==> src/rtl/sb_pkg.sv <==
`timescale 1ns/1ps
package sb_pkg;
   // Life cycle of one functional-unit status record.
   typedef enum logic [1:0] {
      PH_IDLE,      // no instruction held
      PH_OPERANDS,  // accepted, waiting for both sources
      PH_EXEC,      // operands read, unit computing
      PH_RESULT     // done seen, waiting for write permission
   } fu_phase_e;
endpackage

==> src/rtl/sb_fu_slot.sv <==
`timescale 1ns/1ps
module sb_fu_slot
   import sb_pkg::*;
#(
   parameter int REG_W = 4,
   parameter int FU_W  = 2,
   parameter int IDX   = 0
) (
   input  logic             clk,
   input  logic             rst_n,
   input  logic             issue_sel,
   input  logic [REG_W-1:0] iss_dst,
   input  logic [REG_W-1:0] iss_src1,
   input  logic [REG_W-1:0] iss_src2,
   input  logic [FU_W-1:0]  iss_q1,
   input  logic [FU_W-1:0]  iss_q2,
   input  logic             iss_r1,
   input  logic             iss_r2,
   input  logic             wr_en,
   input  logic [FU_W-1:0]  wr_unit,
   input  logic             unit_done,
   output logic             busy,
   output logic [REG_W-1:0] dst,
   output logic [REG_W-1:0] src1,
   output logic [REG_W-1:0] src2,
   output logic             r1,
   output logic             r2,
   output logic             rd_go,
   output logic             wr_req
);
   fu_phase_e        phase_q;
   logic [FU_W-1:0]  q1_q, q2_q;
   logic             wake1, wake2, granted;

   assign busy    = (phase_q != PH_IDLE);
   assign rd_go   = (phase_q == PH_OPERANDS) && r1 && r2;
   assign wr_req  = (phase_q == PH_RESULT);
   assign granted = wr_en && (wr_unit == FU_W'(IDX));
   assign wake1   = wr_en && (phase_q == PH_OPERANDS) && !r1 && (q1_q == wr_unit);
   assign wake2   = wr_en && (phase_q == PH_OPERANDS) && !r2 && (q2_q == wr_unit);

   always_ff @(posedge clk) begin
      if (!rst_n) begin
         phase_q <= PH_IDLE;
         dst     <= '0;
         src1    <= '0;
         src2    <= '0;
         q1_q    <= '0;
         q2_q    <= '0;
         r1      <= 1'b0;
         r2      <= 1'b0;
      end else begin
         unique case (phase_q)
            PH_IDLE: begin
               if (issue_sel) begin
                  phase_q <= PH_OPERANDS;
                  dst     <= iss_dst;
                  src1    <= iss_src1;
                  src2    <= iss_src2;
                  q1_q    <= iss_q1;
                  q2_q    <= iss_q2;
                  r1      <= iss_r1;
                  r2      <= iss_r2;
               end
            end
            PH_OPERANDS: begin
               if (rd_go) begin
                  phase_q <= PH_EXEC;
                  r1      <= 1'b0;
                  r2      <= 1'b0;
               end else begin
                  if (wake1) r1 <= 1'b1;
                  if (wake2) r2 <= 1'b1;
               end
            end
            PH_EXEC: begin
               if (unit_done) phase_q <= PH_RESULT;
            end
            PH_RESULT: begin
               if (granted) phase_q <= PH_IDLE;
            end
            default: phase_q <= PH_IDLE;
         endcase
      end
   end
endmodule

==> src/rtl/sb_war_guard.sv <==
`timescale 1ns/1ps
module sb_war_guard #(
   parameter int NUM_FU = 4,
   parameter int REG_W  = 4
) (
   input  logic [REG_W-1:0]  dst  [NUM_FU],
   input  logic [REG_W-1:0]  src1 [NUM_FU],
   input  logic [REG_W-1:0]  src2 [NUM_FU],
   input  logic [NUM_FU-1:0] r1,
   input  logic [NUM_FU-1:0] r2,
   input  logic [NUM_FU-1:0] busy,
   output logic [NUM_FU-1:0] clear
);
   // A unit may overwrite its destination only when no other unit still
   // holds an unread, valid source naming that register.
   always_comb begin
      for (int i = 0; i < NUM_FU; i++) begin
         clear[i] = 1'b1;
         for (int u = 0; u < NUM_FU; u++) begin
            if (u != i && busy[u] &&
                ((r1[u] && src1[u] == dst[i]) || (r2[u] && src2[u] == dst[i])))
               clear[i] = 1'b0;
         end
      end
   end
endmodule

==> src/rtl/sb_wr_arb.sv <==
`timescale 1ns/1ps
module sb_wr_arb #(
   parameter int NUM_FU = 4,
   parameter int FU_W   = 2
) (
   input  logic [NUM_FU-1:0] req,
   output logic              grant_v,
   output logic [FU_W-1:0]   grant_id
);
   // Fixed priority: scanning downward leaves the lowest requester last.
   always_comb begin
      grant_v  = 1'b0;
      grant_id = '0;
      for (int i = NUM_FU - 1; i >= 0; i--) begin
         if (req[i]) begin
            grant_v  = 1'b1;
            grant_id = FU_W'(i);
         end
      end
   end
endmodule

==> src/rtl/sb_ctrl.sv <==
`timescale 1ns/1ps
module sb_ctrl #(
   parameter  int NUM_FU   = 4,
   parameter  int NUM_REGS = 16,
   localparam int FU_W     = $clog2(NUM_FU),
   localparam int REG_W    = $clog2(NUM_REGS)
) (
   input  logic                    clk,
   input  logic                    rst_n,
   input  logic                    in_valid,
   input  logic [FU_W-1:0]         in_fu,
   input  logic [REG_W-1:0]        in_dst,
   input  logic [REG_W-1:0]        in_src1,
   input  logic [REG_W-1:0]        in_src2,
   output logic                    in_ready,
   input  logic [NUM_FU-1:0]       fu_done,
   output logic [NUM_FU-1:0]       fu_busy,
   output logic [NUM_FU-1:0]       rd_en,
   output logic [NUM_FU*REG_W-1:0] rd_addr1,
   output logic [NUM_FU*REG_W-1:0] rd_addr2,
   output logic                    wr_en,
   output logic [REG_W-1:0]        wr_addr,
   output logic [FU_W-1:0]         wr_unit
);
   // Elaboration-time parameter checks
   if (NUM_FU < 2) begin : g_bad_fu
      $error("sb_ctrl: NUM_FU must be at least 2");
   end
   if (NUM_REGS < 2 || (1 << REG_W) != NUM_REGS) begin : g_bad_regs
      $error("sb_ctrl: NUM_REGS must be a power of two, at least 2");
   end

   // Result-status table: which unit will write each register
   logic [NUM_REGS-1:0] rs_v;
   logic [FU_W-1:0]     rs_id [NUM_REGS];

   // Per-unit record views
   logic [REG_W-1:0]  s_dst  [NUM_FU];
   logic [REG_W-1:0]  s_src1 [NUM_FU];
   logic [REG_W-1:0]  s_src2 [NUM_FU];
   logic [NUM_FU-1:0] s_r1, s_r2, s_wr_req, war_clear;

   logic              unit_ok, issue;
   logic              r1_init, r2_init;
   logic [FU_W-1:0]   q1_init, q2_init;

   // Unit index range check: only needed when the count is not a power of two
   if (NUM_FU == (1 << FU_W)) begin : g_fu_full
      assign unit_ok = 1'b1;
   end else begin : g_fu_part
      assign unit_ok = (int'(in_fu) < NUM_FU);
   end

   assign in_ready = unit_ok && !fu_busy[in_fu] && !rs_v[in_dst];
   assign issue    = in_valid && in_ready;

   // Producer tags and ready flags at acceptance; a result written in the
   // same cycle already counts as available.
   assign q1_init = rs_id[in_src1];
   assign q2_init = rs_id[in_src2];
   assign r1_init = !rs_v[in_src1] || (wr_en && wr_unit == rs_id[in_src1]);
   assign r2_init = !rs_v[in_src2] || (wr_en && wr_unit == rs_id[in_src2]);

   for (genvar i = 0; i < NUM_FU; i++) begin : g_slot
      sb_fu_slot #(.REG_W(REG_W), .FU_W(FU_W), .IDX(i)) u_slot (
         .clk       (clk),
         .rst_n     (rst_n),
         .issue_sel (issue && in_fu == FU_W'(i)),
         .iss_dst   (in_dst),
         .iss_src1  (in_src1),
         .iss_src2  (in_src2),
         .iss_q1    (q1_init),
         .iss_q2    (q2_init),
         .iss_r1    (r1_init),
         .iss_r2    (r2_init),
         .wr_en     (wr_en),
         .wr_unit   (wr_unit),
         .unit_done (fu_done[i]),
         .busy      (fu_busy[i]),
         .dst       (s_dst[i]),
         .src1      (s_src1[i]),
         .src2      (s_src2[i]),
         .r1        (s_r1[i]),
         .r2        (s_r2[i]),
         .rd_go     (rd_en[i]),
         .wr_req    (s_wr_req[i])
      );
      assign rd_addr1[i*REG_W +: REG_W] = s_src1[i];
      assign rd_addr2[i*REG_W +: REG_W] = s_src2[i];
   end

   sb_war_guard #(.NUM_FU(NUM_FU), .REG_W(REG_W)) u_war (
      .dst   (s_dst),
      .src1  (s_src1),
      .src2  (s_src2),
      .r1    (s_r1),
      .r2    (s_r2),
      .busy  (fu_busy),
      .clear (war_clear)
   );

   sb_wr_arb #(.NUM_FU(NUM_FU), .FU_W(FU_W)) u_arb (
      .req      (s_wr_req & war_clear),
      .grant_v  (wr_en),
      .grant_id (wr_unit)
   );

   assign wr_addr = s_dst[wr_unit];

   always_ff @(posedge clk) begin
      if (!rst_n) begin
         rs_v <= '0;
         for (int r = 0; r < NUM_REGS; r++) rs_id[r] <= '0;
      end else begin
         if (wr_en) rs_v[wr_addr] <= 1'b0;
         if (issue) begin
            rs_v[in_dst]  <= 1'b1;
            rs_id[in_dst] <= in_fu;
         end
      end
   end
endmodule

==> config.mk <==
export PLATFORM = sky130hd
export DESIGN_NAME = sb_ctrl
export DESIGN_NICKNAME = d
export VERILOG_FILES = /design/src/rtl/sb_pkg.sv /design/src/rtl/sb_fu_slot.sv /design/src/rtl/sb_war_guard.sv /design/src/rtl/sb_wr_arb.sv /design/src/rtl/sb_ctrl.sv
export SDC_FILE = /design/constraint.sdc
export NUM_CORES = 1
export LEC_CHECK = 0
export BUFFER_PORTS_ARGS = -buffer_cell sky130_fd_sc_hd__buf_2
export CORE_AREA = 4 4 148 150
export CTS_CLUSTER_SIZE = 10
export DETAILED_ROUTE_END_ITERATION = 10
export DIE_AREA = 0 0 152 154
export PLACE_DENSITY = 0.63
export SLEW_MARGIN = 20
export SYNTH_ARGS = -nofsm -noshare
export SYNTH_HDL_FRONTEND = slang
export SYNTH_SLANG_ARGS = --single-unit
==> constraint.sdc <==
create_clock -name clk -period 3.3 [get_ports clk]
set_input_delay 0.33 -clock clk [delete_from_list [all_inputs] [get_ports clk]]
set_output_delay 0.33 -clock clk [all_outputs]
set_load 0.01 [all_outputs]
# ---- Word-level counts from Yosys, hierarchy flattened
# Memories as Yosys holds them, arrays and structs flattened.
# Cells that the tools add are included.
dict set report word_totals {
  word_cells 355
  out_inout_bits 48
  mem_count 1
  ram_bits 32
  input_bits 21
  ff_bits 96
}
# memory words width read_ports rd_ports_with_merged_regs write_ports line
set mem_list {}
lappend mem_list {rs_id 16 2 2 0 16 sb_ctrl.sv:35} ;# logic [FU_W-1:0] rs_id [NUM_REGS];
dict set report classes {
  mux 97
  n_lt_le_gt_ge 8
  n_eq_ne 76
  n_reduce_logical 135
  n_bitwise 5
}
# op n
set ops {}
lappend ops {{equality test 4 bit} 24}
lappend ops {{logical AND 1 bit} 78}
lappend ops {{two-way mux 1 bit} 51}
lappend ops {{two-way mux 16 bit} 3}
lappend ops {{two-way mux 2 bit} 21}
lappend ops {{case mux 2 bit (4 select lines)} 4}
lappend ops {{equality test 2 bit, second input constant} 12}
lappend ops {{!= test 3 x 1 -> 1 bit, second input constant} 8}
lappend ops {{AND reduction 3 bit} 8}
lappend ops {{equality test 2 bit} 10}
lappend ops {{< comparator 4 x 5 -> 1 bit, second input constant} 4}
lappend ops {{AND 16 bit} 1}
lappend ops {{!= test 2 x 1 -> 1 bit, second input constant} 8}
lappend ops {{!= test 2 bit, second input constant} 8}
lappend ops {{inverter 16 bit} 1}
lappend ops {{OR 16 bit} 1}
lappend ops {{case mux 1 bit (2 select lines)} 8}
lappend ops {{AND reduction 4 bit} 4}
lappend ops {{nonzero test 2 bit} 8}
lappend ops {{logical OR 1 bit} 14}
lappend ops {{binary-select mux 1 bit (select 4 bit)} 3}
lappend ops {{equality test 2 x 1 -> 1 bit, second input constant} 6}
lappend ops {{logical NOT 1 bit} 12}
lappend ops {{logical NOT 2 bit} 6}
lappend ops {{other kinds (11)} 18}

# ---- Depth between registers and ports, before layout
# Gate-level depths: netlist of the first run.
dict set report logic_depth {
  depth_word 26
  mapped_depth 16
  depth_no_buf 13
}

# ---- Hierarchy
# A second synthesis of the first run with hierarchy kept.
dict set report hier_totals {
  hier_cells 875
  hier_area_um2 8196.6
}
# module area_each_um2 seq_area_each_um2 cells_each instances
set modules_own_cells {}
lappend modules_own_cells {sb_ctrl 3080.5 1281.2 259 1}
lappend modules_own_cells {{sb_fu_slot at g_slot[1].u_slot ...} 952.2 400.4 110 2}
lappend modules_own_cells {sb_war_guard 1293.7 0.0 169 1}
lappend modules_own_cells {{sb_fu_slot at g_slot[3].u_slot} 942.2 400.4 110 1}
lappend modules_own_cells {{sb_fu_slot at g_slot[0].u_slot} 940.9 400.4 110 1}
lappend modules_own_cells {sb_wr_arb 35.0 0.0 7 1}

# ---- Worst setup path before layout of the first run
# No wires, ideal clock.
dict set report synth_path {
  kind {register -> register}
  startpoint {register g_slot[2].u_slot.phase_q[0]}
  endpoint {register rs_v[5]}
  n_path_buf 1
  arrival_ns 2.751
  setup_time_ns 0.117
  synth_period_minus_slack_ns 2.869
  stages_incl_launch_ff 14
  required_time_ns 3.183
  path_slack_ns 0.431
  path_cell_list {dfxtp_1 -> inv_1 -> ha_1 -> inv_2 -> nand2_1 -> nor3_1 -> a311oi_2 -> and4_1 -> buf_6 -> and3_4 -> a2111o_1 -> nor4b_4 -> nand3_1 -> a32o_1}
}
dict set report synth_via {
  elab_chain_len 22
  word_cells_on_any_way 39
  classes_between {2 x order compare; 1 x eq/ne; 23 x mux; 5 x bitwise; 8 x reduce/logical}
}
# item line
set synth_rtl {}
lappend synth_rtl {{start: declaration} sb_fu_slot.sv:31} ;# fu_phase_e phase_q;
lappend synth_rtl {{start signal: assignment} sb_fu_slot.sv:44} ;# phase_q <= PH_IDLE;
lappend synth_rtl {{start signal: assignment} sb_fu_slot.sv:56} ;# phase_q <= PH_OPERANDS;
lappend synth_rtl {{start signal: assignment} sb_fu_slot.sv:68} ;# phase_q <= PH_EXEC;
lappend synth_rtl {{nonzero test 2 bit *} sb_fu_slot.sv:35} ;# assign busy = (phase_q != PH_IDLE);
lappend synth_rtl {{via g_slot[2].u_slot.busy} sb_fu_slot.sv:22} ;# output logic busy,
lappend synth_rtl {{logical AND 1 bit} sb_war_guard.sv:20} ;# if (u != i && busy[u] &&
lappend synth_rtl {{two-way mux 1 bit} sb_war_guard.sv:20}
lappend synth_rtl {{AND 4 bit *} sb_ctrl.sv:103} ;# .req (s_wr_req & war_clear),
lappend synth_rtl {{two-way mux 2 bit (3 in series)} sb_wr_arb.sv:15} ;# if (req[i]) begin
lappend synth_rtl {{two-way mux 2 bit *} sb_wr_arb.sv:15}
lappend synth_rtl {{inverter 2 -> 3 bit (implied by the code) *} sb_ctrl.sv:108} ;# assign wr_addr = s_dst[wr_unit];
lappend synth_rtl {{[3 not listed]} -}
lappend synth_rtl {{via wr_addr[1]} sb_ctrl.sv:22} ;# output logic [REG_W-1:0] wr_addr,
lappend synth_rtl {{[2 not listed]} -}
lappend synth_rtl {{two-way mux 1 bit (implied by the code)} sb_ctrl.sv:115} ;# if (wr_en) rs_v[wr_addr] <= 1'b0;
lappend synth_rtl {{demux 1 bit (select 4 bit) *} sb_ctrl.sv:115}
lappend synth_rtl {{inverter 16 bit (no line) *} -}
lappend synth_rtl {{AND 16 bit (no line) *} -}
lappend synth_rtl {{two-way mux 16 bit *} sb_ctrl.sv:115}
lappend synth_rtl {{two-way mux 16 bit *} sb_ctrl.sv:111} ;# if (!rst_n) begin
lappend synth_rtl {{OR 16 bit (no line)} -}
lappend synth_rtl {{two-way mux 16 bit *} sb_ctrl.sv:116} ;# if (issue) begin
lappend synth_rtl {{end signal: assignment} sb_ctrl.sv:112} ;# rs_v <= '0;
lappend synth_rtl {{end signal: indexed assignment} sb_ctrl.sv:115}
lappend synth_rtl {{end signal: indexed assignment} sb_ctrl.sv:117} ;# rs_v[in_dst] <= 1'b1;
lappend synth_rtl {{end: declaration} sb_ctrl.sv:34} ;# logic [NUM_REGS-1:0] rs_v;
# Mark *: on every way through the listed nets, which the timed path passes. The rest lies on a longest branch. The select of a mux whose other input is x is not followed.
# A chain may end at the register's enable or synchronous reset.

# ---- Final worst setup path of the first run
dict set report layout_path {
  startpoint {register g_slot[0].u_slot.phase_q[1]}
  endpoint {output wr_addr[3]}
}
dict set report layout_via {
  elab_chain_len 14
  word_cells_on_any_way 23
  classes_between {1 x eq/ne; 16 x mux; 2 x bitwise; 4 x reduce/logical}
}
# item line
set layout_rtl {}
lappend layout_rtl {{start: declaration} sb_fu_slot.sv:31}
lappend layout_rtl {{start signal: assignment} sb_fu_slot.sv:44}
lappend layout_rtl {{start signal: assignment} sb_fu_slot.sv:56}
lappend layout_rtl {{start signal: assignment} sb_fu_slot.sv:68}
lappend layout_rtl {{nonzero test 2 bit} sb_fu_slot.sv:35}
lappend layout_rtl {{logical AND 1 bit} sb_war_guard.sv:20}
lappend layout_rtl {{two-way mux 1 bit (3 in series)} sb_war_guard.sv:20}
lappend layout_rtl {{AND 4 bit *} sb_ctrl.sv:103}
lappend layout_rtl {{two-way mux 2 bit (3 in series)} sb_wr_arb.sv:15}
lappend layout_rtl {{two-way mux 2 bit *} sb_wr_arb.sv:15}
lappend layout_rtl {{inverter 2 -> 3 bit (implied by the code) *} sb_ctrl.sv:108}
lappend layout_rtl {{binary-select mux 4 bit (select 2 bit) *} sb_ctrl.sv:108}
lappend layout_rtl {{two-way mux 4 bit (implied by the code) * (2 in series)} sb_ctrl.sv:108}
lappend layout_rtl {{end: declaration} sb_ctrl.sv:22}
# Mark *: on every way between the ends. The rest lies on a longest branch, timed or not. The select of a mux whose other input is x is not followed.

==> summary.txt, run 1 <==
Run status
  – Run status: completed

Clock tree
  – Clk Latency, worst-skew pair: ~430 ps
  – Buffer cell driving the clock tree root: sky130_fd_sc_hd__clkbuf_16
  – Clock tree sinks: 128
  – Total clock buffers created by CTS: 17
  – H-tree lvl count: 4
  – Clock tree from TritonCTS: done
  – Clock tree buffer depth: 2
  – Clock transition at the registers of the reported paths: 60 ps

Setup path
  – CP required: around 3000 ps
  – Crit path capture type: primary output
  – Crit Path Max Fanout: 5
  – Worst Path Arrival: about 2900 ps
  – Number of cells traversed by the worst register-to-register path: 12
  – Worst reg2reg path endpoint: rs_v[5]$_SDFF_PN0_
  – Worst setup startpoint: g_slot[0].u_slot.phase_q[1]$_SDFFE_PN0P_
  – Worst path bufs/invs: 3
  – Cells traversed along the worst timing path: inv_2, ha_4, and2b_2, a311oi_2, nand4_2, a31oi_4, nor2_1, or4_4, inv_8, buf_4
  – Last element of the critical path: wr_addr[3]
  – Worst Setup Path Type: register to primary output
  – Cell depth of the worst setup path: 10
  – Reg2Reg Setup Slack: 230 ps
  – Gate family responsible for the most delay along the worst path: simple AND/OR/NAND/NOR gates
  – Startpoint of the lowest-slack register-to-register path: g_slot[0].u_slot.phase_q[1]$_SDFFE_PN0P_
  – Kind of launch point of the worst setup path: register
  – Stage delay of the slowest cell on the critical path: about 560 ps
  – Critical-path cell with the highest stage delay: sky130_fd_sc_hd__or4_4

Floorplan
  – Number of core rows: 53
  – Starting density of the core: around two fifths
  – Top-Level Pins: between 60 and 70
  – Die X: between 150 and 200 um
  – Height of the die: approximately 150 um
  – Die area: 23400 sq um
  – Core Box Area: 20700 sq um

Synthesis
  – Share of flip-flops with an asynchronous set or reset: 0%
  – Synth Warn #: 0
  – Cell type with the largest total area after synthesis: sky130_fd_sc_hd__dfxtp_1
  – Mean post-synth cell area: a little under 10 sq um
  – Synth Net Count: between 800 and 900
  – Top cell type's share of synthesized area: between 20% and 30%
  – Area of the mapped netlist: 8150 sq um
  – Count of flip-flops with a built-in enable after synthesis: 32
  – Sequential cell area fraction in the yosys report: roughly 35%
  – Top post-synthesis cells by area: sky130_fd_sc_hd__dfxtp_1, sky130_fd_sc_hd__edfxtp_1, sky130_fd_sc_hd__mux4_2, sky130_fd_sc_hd__mux2i_1, sky130_fd_sc_hd__xnor2_1
  – Number of cells produced by synthesis: between 800 and 900
  – Prevailing post-synth register cell: sky130_fd_sc_hd__dfxtp_1
  – Unique cell type count in the Yosys netlist: 73
  – Cell with the most instances after synthesis: sky130_fd_sc_hd__nor2_1
  – Register bit count reported by yosys: around 130
  – Most used standard cells in the synthesized netlist: sky130_fd_sc_hd__nor2_1, sky130_fd_sc_hd__dfxtp_1, sky130_fd_sc_hd__mux2i_1, sky130_fd_sc_hd__nand2_1

STA
  – Worst Skew: approximately 10 ps
  – Total count of hold-check failures in the final report: 0
  – Worst hold slack: approximately 270 ps
  – Unrepaired setup endpoints after global routing: yes
  – Achievable frequency: about 0.31 GHz
  – Endpoints failing setup: 0
  – Final worst path period share: between 90% and 100%
  – Worst slew margin relative to its limit: between 60 and 70%
  – Shortest clock period the worst path allows after layout: 3230 ps
  – Number of pins exceeding their max-slew limit in the final report: 0
  – Worst-margin pin slew: 494 ps
  – Post-route setup TNS: 0 ps

Layout
  – Fraction of layout cells with a size suffix above 1: roughly 28%
  – Layout overhead on the synthesized area: 18.7%
  – Core Util, Final: a little under half
  – Net count of the finished layout: 968
  – Diode insertion count for antenna repair: 0

Detailed routing
  – Router iterations before antenna repair: 5
  – Total routed wirelength: 24.3 mm
  – DRC marker count from the first detailed-route iteration: 579
  – Number of vias after detailed routing: 6799
  – DRC violation count after routing: 0
  – Antenna violation net count after detailed routing: 0
  – Post-DR wirelength/cell: about 20 um
  – Avg Vias per Cell: around 5.6

Job
  – Max-capacitance violation count: 0

Place
  – Number of input and output port buffers inserted: between 60 and 70
  – Estimated wirelength of the detail-placed design: approximately 18 mm
  – Final weighted congestion of routability-driven global placement: around 0.95

Min path
  – Type of the most critical hold path: primary input to register
  – Hold Crit Depth: 3

Global route
  – Vias in the first global route: 6762
  – Maximum number of pins on one net before global-route repair: 44
  – GR Util All Layers: about a fifth
  – Total grt overflow: 0
  – First-pass GRT wire length: ~38 mm
  – Initial antenna violation count: 0

Pwr
  – Peak supply drop: about 0.35 mV
  – LEAKAGE: ~4.3 nW
  – Power density of the placed cells: around 570 nW/um^2
## power breakdown
group          internal (mW)  switching [mW]
registers               1.75           0.194
logic                  0.778           0.941
clock network           1.06           0.792
total                   3.59            1.93
## per-layer routing
layer  share of wire, %  global-route usage [%]
met1                 44                    27.0
met4                4.5                    10.3
met2                 46                    32.6
met3                6.0                    4.42
met5                  0                       0
## metrics by stage
| stage | area, sq um | power [mW] | cells | worst slack [ps] |
|---|---|---|---|---|
| final | 9680 | 5.51 | 1217 | 71.0 |
| after global routing | 9680 | 5.78 | 1217 | -14.3 |
| after CTS | 9490 | 5.39 | 1208 | -60.4 |
| after detailed placement | 8810 | 3.52 | 1169 | 49.9 |
| after global placement | 8810 | 3.50 | 1169 | 36.5 |
| after floorplan | 8150 | 3.04 | 847 | 431 |
## repair_timing
| action | in CTS | in global routing |
|---|---|---|
| setup endpoints to repair | 6 | 26 |
| endpoints found under the hold margin | 0 | 0 |
| cloned | 0 | 1 |
| gates resized for setup | 12 | 46 |
| pin swaps | 4 | 7 |
| setup buffers | 7 | 8 |
| hold buffers | 0 | 0 |
## how the worst min path moves through the flow
stage / from / end
2_1_floorplan: g_slot[2].u_slot.r1$_SDFFE_PN0P_ / g_slot[2].u_slot.r1$_SDFFE_PN0P_
3_3_place_gp: g_slot[3].u_slot.dst[3]$_SDFFE_PN0P_ / g_slot[3].u_slot.dst[3]$_SDFFE_PN0P_
3_5_place_dp: g_slot[2].u_slot.r1$_SDFFE_PN0P_ / g_slot[2].u_slot.r1$_SDFFE_PN0P_
4_1_cts: rst_n / g_slot[0].u_slot.r2$_SDFFE_PN0P_
5_1_grt: rst_n / g_slot[0].u_slot.r2$_SDFFE_PN0P_
6_report: rst_n / g_slot[0].u_slot.r2$_SDFFE_PN0P_
## area by class of cell
cell class,count,area (sq um)
timing repair inverter,1,6.26
sequential,128,2910
clock buffer,17,425
tap,275,344
fill,1952,11000
inverter,30,120
multi-input combinational,619,4900
clock inverter,15,149
timing repair buffer,132,823
## worst register-to-register path: stages (launching register included)
cell                       delay (ps)
sky130_fd_sc_hd__dfxtp_2          340
sky130_fd_sc_hd__inv_2             90
sky130_fd_sc_hd__ha_4             160
sky130_fd_sc_hd__and2b_2          250
sky130_fd_sc_hd__a311oi_2         300
sky130_fd_sc_hd__nand4_2          200
sky130_fd_sc_hd__buf_4            210
sky130_fd_sc_hd__a41o_1           200
sky130_fd_sc_hd__a2111o_1         360
sky130_fd_sc_hd__buf_4            160
sky130_fd_sc_hd__nor4b_4          310
sky130_fd_sc_hd__nand3_1          120
sky130_fd_sc_hd__a32o_1           260
## flip-flops by register name, summed over array words and instances, names as in the netlist
register and count:
g_slot.u_slot.dst 16, g_slot.u_slot.r1 4, g_slot.u_slot.q2_q 8, rs_v 16, g_slot.u_slot.src1 16, g_slot.u_slot.phase_q 8
rs_id 32, g_slot.u_slot.r2 4, g_slot.u_slot.q1_q 8, g_slot.u_slot.src2 16
## cells by family (layout without fill, tap and decap cells)
| family | after synthesis | in the layout | synth area share, % |
|---|---|---|---|
| adder cells (fa/ha/maj) | 18 | 18 | 2.76 |
| AO/OA/AOI/OAI | 82 | 82 | 7.51 |
| buffers and inverters | 100 | 195 | 6.25 |
| AND/OR/NAND/NOR | 302 | 302 | 17.9 |
| XOR/XNOR | 110 | 110 | 11.8 |
| multiplexers | 107 | 107 | 18.4 |
| flip-flops | 128 | 128 | 35.4 |
## cells in the final DEF (no fill, tap or decap), types with 6 or more instances in the layout
master / n
sky130_fd_sc_hd__xnor2_1: 55
sky130_fd_sc_hd__mux4_2: 34
sky130_fd_sc_hd__buf_2: 67
sky130_fd_sc_hd__inv_1: 19
sky130_fd_sc_hd__xor2_1: 55
sky130_fd_sc_hd__a21oi_1: 6
sky130_fd_sc_hd__nand4_1: 6
sky130_fd_sc_hd__o21ai_0: 19
sky130_fd_sc_hd__nor3_2: 6
sky130_fd_sc_hd__buf_4: 65
sky130_fd_sc_hd__and3_1: 8
sky130_fd_sc_hd__clkbuf_16: 17
sky130_fd_sc_hd__nor3_1: 33
sky130_fd_sc_hd__nand2_1: 54
sky130_fd_sc_hd__inv_2: 8
sky130_fd_sc_hd__nor2_1: 115
sky130_fd_sc_hd__edfxtp_1: 32
sky130_fd_sc_hd__dfxtp_1: 78
sky130_fd_sc_hd__dfxtp_2: 16
sky130_fd_sc_hd__o21ai_1: 7
sky130_fd_sc_hd__mux2i_1: 71
sky130_fd_sc_hd__ha_1: 14
sky130_fd_sc_hd__nand3_1: 26
Note: power is estimated with default switching activity, not from simulation.
==> run 2: changes to the inputs <==
- SETUP_SLACK_MARGIN: not set -> 0.5
==> run 2 against run 1 <==
Compared with the run above: cell area is 8.1% higher; global-route usage increased by 1.2 points; hold slack improved by 65 ps; sequential power is essentially flat; sequential cell count did not move; core utilization grew 3.8 points; via count increased by 3.3%; power rose by 4.2%; highest routed layer unchanged; die area unchanged; non-clock buffer count rose by 58; critical path depth increased by 4.
==> summary.txt, run 2 (same netlist as run 1, synthesis figures left out) <==
Run status
  – Run status: completed (unchanged)

Detailed routing
  – Total routed wirelength: 26.2 mm (was 24.3 mm)
  – Number of vias after detailed routing: 7025 (was 6799)
  – Avg Vias per Cell: 5.52 (was 5.59)
  – DRC violation count after routing: 0 (unchanged)
  – Router iterations before antenna repair: 5 (unchanged)
  – Antenna violation net count after detailed routing: 0 (unchanged)
  – Post-DR wirelength/cell: 20.6 um (was 20.0 um)
  – DRC marker count from the first detailed-route iteration: 583 (was 579)

Pwr
  – Clk network pwr share: 30.4% (was 33.5%)
  – Combinational share of power: 35.9% (was 31.2%)
  – Power density of the placed cells: 549 nW/um^2 (was 570 nW/um^2)
  – Cell internal pwr: 3.71 mW (was 3.59 mW)
  – Net load switching power: 2.04 mW (was 1.93 mW)
  – Relative contribution of sequential cells to total power: 33.7% (was 35.3%)
  – LEAKAGE: 4.56 nW (was 4.25 nW)
  – Total design power: 5.74 mW (was 5.51 mW)
  – Peak supply drop: 0.346 mV (was 0.352 mV)
  – Net Sw Frac: 35.5% (was 35.0%)

Setup path
  – Crit Path Max Fanout: 7 (was 5)
  – Crit path capture type: register (was primary output)
  – Reg2Reg Setup Slack: 190 ps (was 230 ps)
  – CP required: 3620 ps (was 2970 ps)
  – Worst path bufs/invs: 4 (was 3)
  – Gate family responsible for the most delay along the worst path: simple AND/OR/NAND/NOR gates (unchanged)
  – Worst Path Arrival: 3430 ps (was 2900 ps)
  – Kind of launch point of the worst setup path: register (unchanged)
  – Stage delay of the slowest cell on the critical path: 370 ps (was 560 ps)
  – Cells traversed along the worst timing path: inv_2, ha_4, and2b_2, buf_4, nand3_1, o31a_1, nand4_4, buf_6, and4_1, a2111o_1, buf_6, nor4b_4, nand3_1, a32o_1 (was inv_2, ha_4, and2b_2, a311oi_2, nand4_2, a31oi_4, nor2_1, or4_4, inv_8, buf_4)
  – Critical-path cell with the highest stage delay: sky130_fd_sc_hd__a2111o_1 (was sky130_fd_sc_hd__or4_4)
  – Worst Setup Path Type: register to register (was register to primary output)

STA
  – Worst slew margin relative to its limit: 58.8% (was 67.0%)
  – Worst hold slack: 334 ps (was 269 ps)
  – Achievable frequency: 0.322 GHz (was 0.310 GHz)
  – Endpoints failing setup: 0 (unchanged)
  – Worst-case setup margin in the final layout: 191 ps (was 71.0 ps)
  – Post-route setup TNS: 0 ps (unchanged)
  – Final worst path period share: 94.2% (was 97.8%)
  – Shortest clock period the worst path allows after layout: 3110 ps (was 3230 ps)
  – Worst-margin pin slew: 618 ps (was 494 ps)
  – Worst Skew: 9.35 ps (was 10.0 ps)
  – Number of pins exceeding their max-slew limit in the final report: 0 (unchanged)
  – Unrepaired setup endpoints after global routing: yes (unchanged)
  – Total count of hold-check failures in the final report: 0 (unchanged)

Clock tree
  – Hold-fix buffer count after cts: 0 (unchanged)
  – H-tree lvl count: 4 (unchanged)
  – Clock transition at the registers of the reported paths: 60 ps (about the same)
  – Clk Latency, worst-skew pair: 420 ps (was 430 ps)
  – Clock tree sinks: 128 (unchanged)
  – Buffer cell driving the clock tree root: sky130_fd_sc_hd__clkbuf_16 (unchanged)
  – Clock tree buffer depth: 2 (unchanged)
  – Total clock buffers created by CTS: 17 (unchanged)
  – Clock tree from TritonCTS: done (unchanged)

Layout
  – Net count of the finished layout: 1025 (was 968)
  – Register bank with the most flops: rs_id (unchanged)
  – Core Util, Final: 50.6% (was 46.8%)
  – Non-filler instance count after layout: 1273 (was 1217)
  – Fraction of layout cells with a size suffix above 1: 37.2% (was 28.5%)
  – Leading cell types in the layout, fill and taps excluded: sky130_fd_sc_hd__nor2_1, sky130_fd_sc_hd__buf_4, sky130_fd_sc_hd__dfxtp_1 (was sky130_fd_sc_hd__nor2_1, sky130_fd_sc_hd__dfxtp_1, sky130_fd_sc_hd__mux2i_1)
  – Leading cell type in the layout, fill and taps excluded: sky130_fd_sc_hd__nor2_1 (unchanged)
  – Layout overhead on the synthesized area: 28.3% (was 18.7%)
  – Total non-filler cell area in the finished layout: 10500 sq um (was 9680 sq um)
  – Number of flip-flops in the largest register: 32 (unchanged)
  – Diode insertion count for antenna repair: 0 (unchanged)

Floorplan
  – Core Box Area: 20700 sq um (unchanged)
  – Height of the die: 154 um (unchanged)
  – Die X: 152 um (unchanged)
  – Number of core rows: 53 (unchanged)
  – Die area: 23400 sq um (unchanged)
  – Top-Level Pins: 69 (unchanged)
  – Starting density of the core: 39.4% (unchanged)

Place
  – Final weighted congestion of routability-driven global placement: 0.967 (was 0.950)
  – Total instance count after detailed placement: 1186 (was 1169)
  – Total placed instance area: 8980 sq um (was 8810 sq um)
  – Setup slack after placement: 32.6 ps (was 49.9 ps)
  – Estimated wirelength of the detail-placed design: 18.5 mm (was 18.1 mm)
  – Number of input and output port buffers inserted: 68 (unchanged)

Global route
  – GR Util All Layers: 21.9% (was 20.7%)
  – Initial antenna violation count: 0 (unchanged)
  – Maximum number of pins on one net before global-route repair: 58 (was 44)
  – Vias in the first global route: 6868 (was 6762)
  – Total grt overflow: 0 (unchanged)
  – First-pass GRT wire length: 40.1 mm (was 38.2 mm)

Job
  – Max-capacitance violation count: 0 (unchanged)

Min path
  – Type of the most critical hold path: primary input to register (unchanged)
run 2: cell count changes in the layout (fill, tap and decap cells not counted), sizes merged:
| cell | before | now |
|---|---|---|
| buf | 132 | 190 |
| bufinv | 1 | 0 |
| clkinv | 5 | 7 |
| inv | 36 | 31 |
| clkinvlp | 4 | 6 |
run 2: what timing repair did:
action,CTS,global route
buffers inserted,27,29
endpoints found under the setup margin,54,64
pin swaps,20,22
gates resized for setup,92,57
run 2: final timing paths:
kind                                                                from                                   end  cells past startpoint
worst max-delay path            g_slot[3].u_slot.phase_q[1]$_SDFFE_PN0P_                    rs_v[5]$_SDFF_PN0_                     14
worst min-delay path                                           in_dst[2]  g_slot[0].u_slot.dst[2]$_SDFFE_PN0P_                      3
worst max register to register  g_slot[3].u_slot.phase_q[1]$_SDFFE_PN0P_                    rs_v[5]$_SDFF_PN0_                     14
worst min register to register                        rs_v[8]$_SDFF_PN0_                    rs_v[8]$_SDFF_PN0_                      2
run 2: tightest hold or removal path, delay by kind of cell:
kind / cells / cell delay (ps)
buf+inv: 1 / 180
simple gates: 1 / 50
mux: 1 / 150
run 2: routing by layer:
| metal | GRT usage [%] | vias up | share of wire [%] |
|---|---|---|---|
| met5 | 0 | - | 0 |
| met4 | 7.49 | 0 | 2.9 |
| met3 | 3.72 | 50 | 5.3 |
| met2 | 36.6 | 265 | 49 |
| met1 | 28.7 | 3450 | 43 |
| li1 | - | 3260 | - |
run 2: area by class of cell:
cell class	count	area, sq um
flip-flops and latches	128	2920
well taps	275	344
fillers	1898	10200
inverters	30	118
multi-input cells	619	5190
clock inverters	14	109
repair buffers	190	1360
clock buffers	17	425
run 2: power groups by stage:
stage          Sequential (mW)  Combinational, mW  Clock, mW
2_1_floorplan             1.89               1.18          0
3_3_place_gp              1.95               1.59          0
3_5_place_dp              1.96               1.60          0
4_1_cts                   1.93               1.89       1.76
5_1_grt                   1.95               2.22       1.83
6_report                  1.93               2.06       1.75
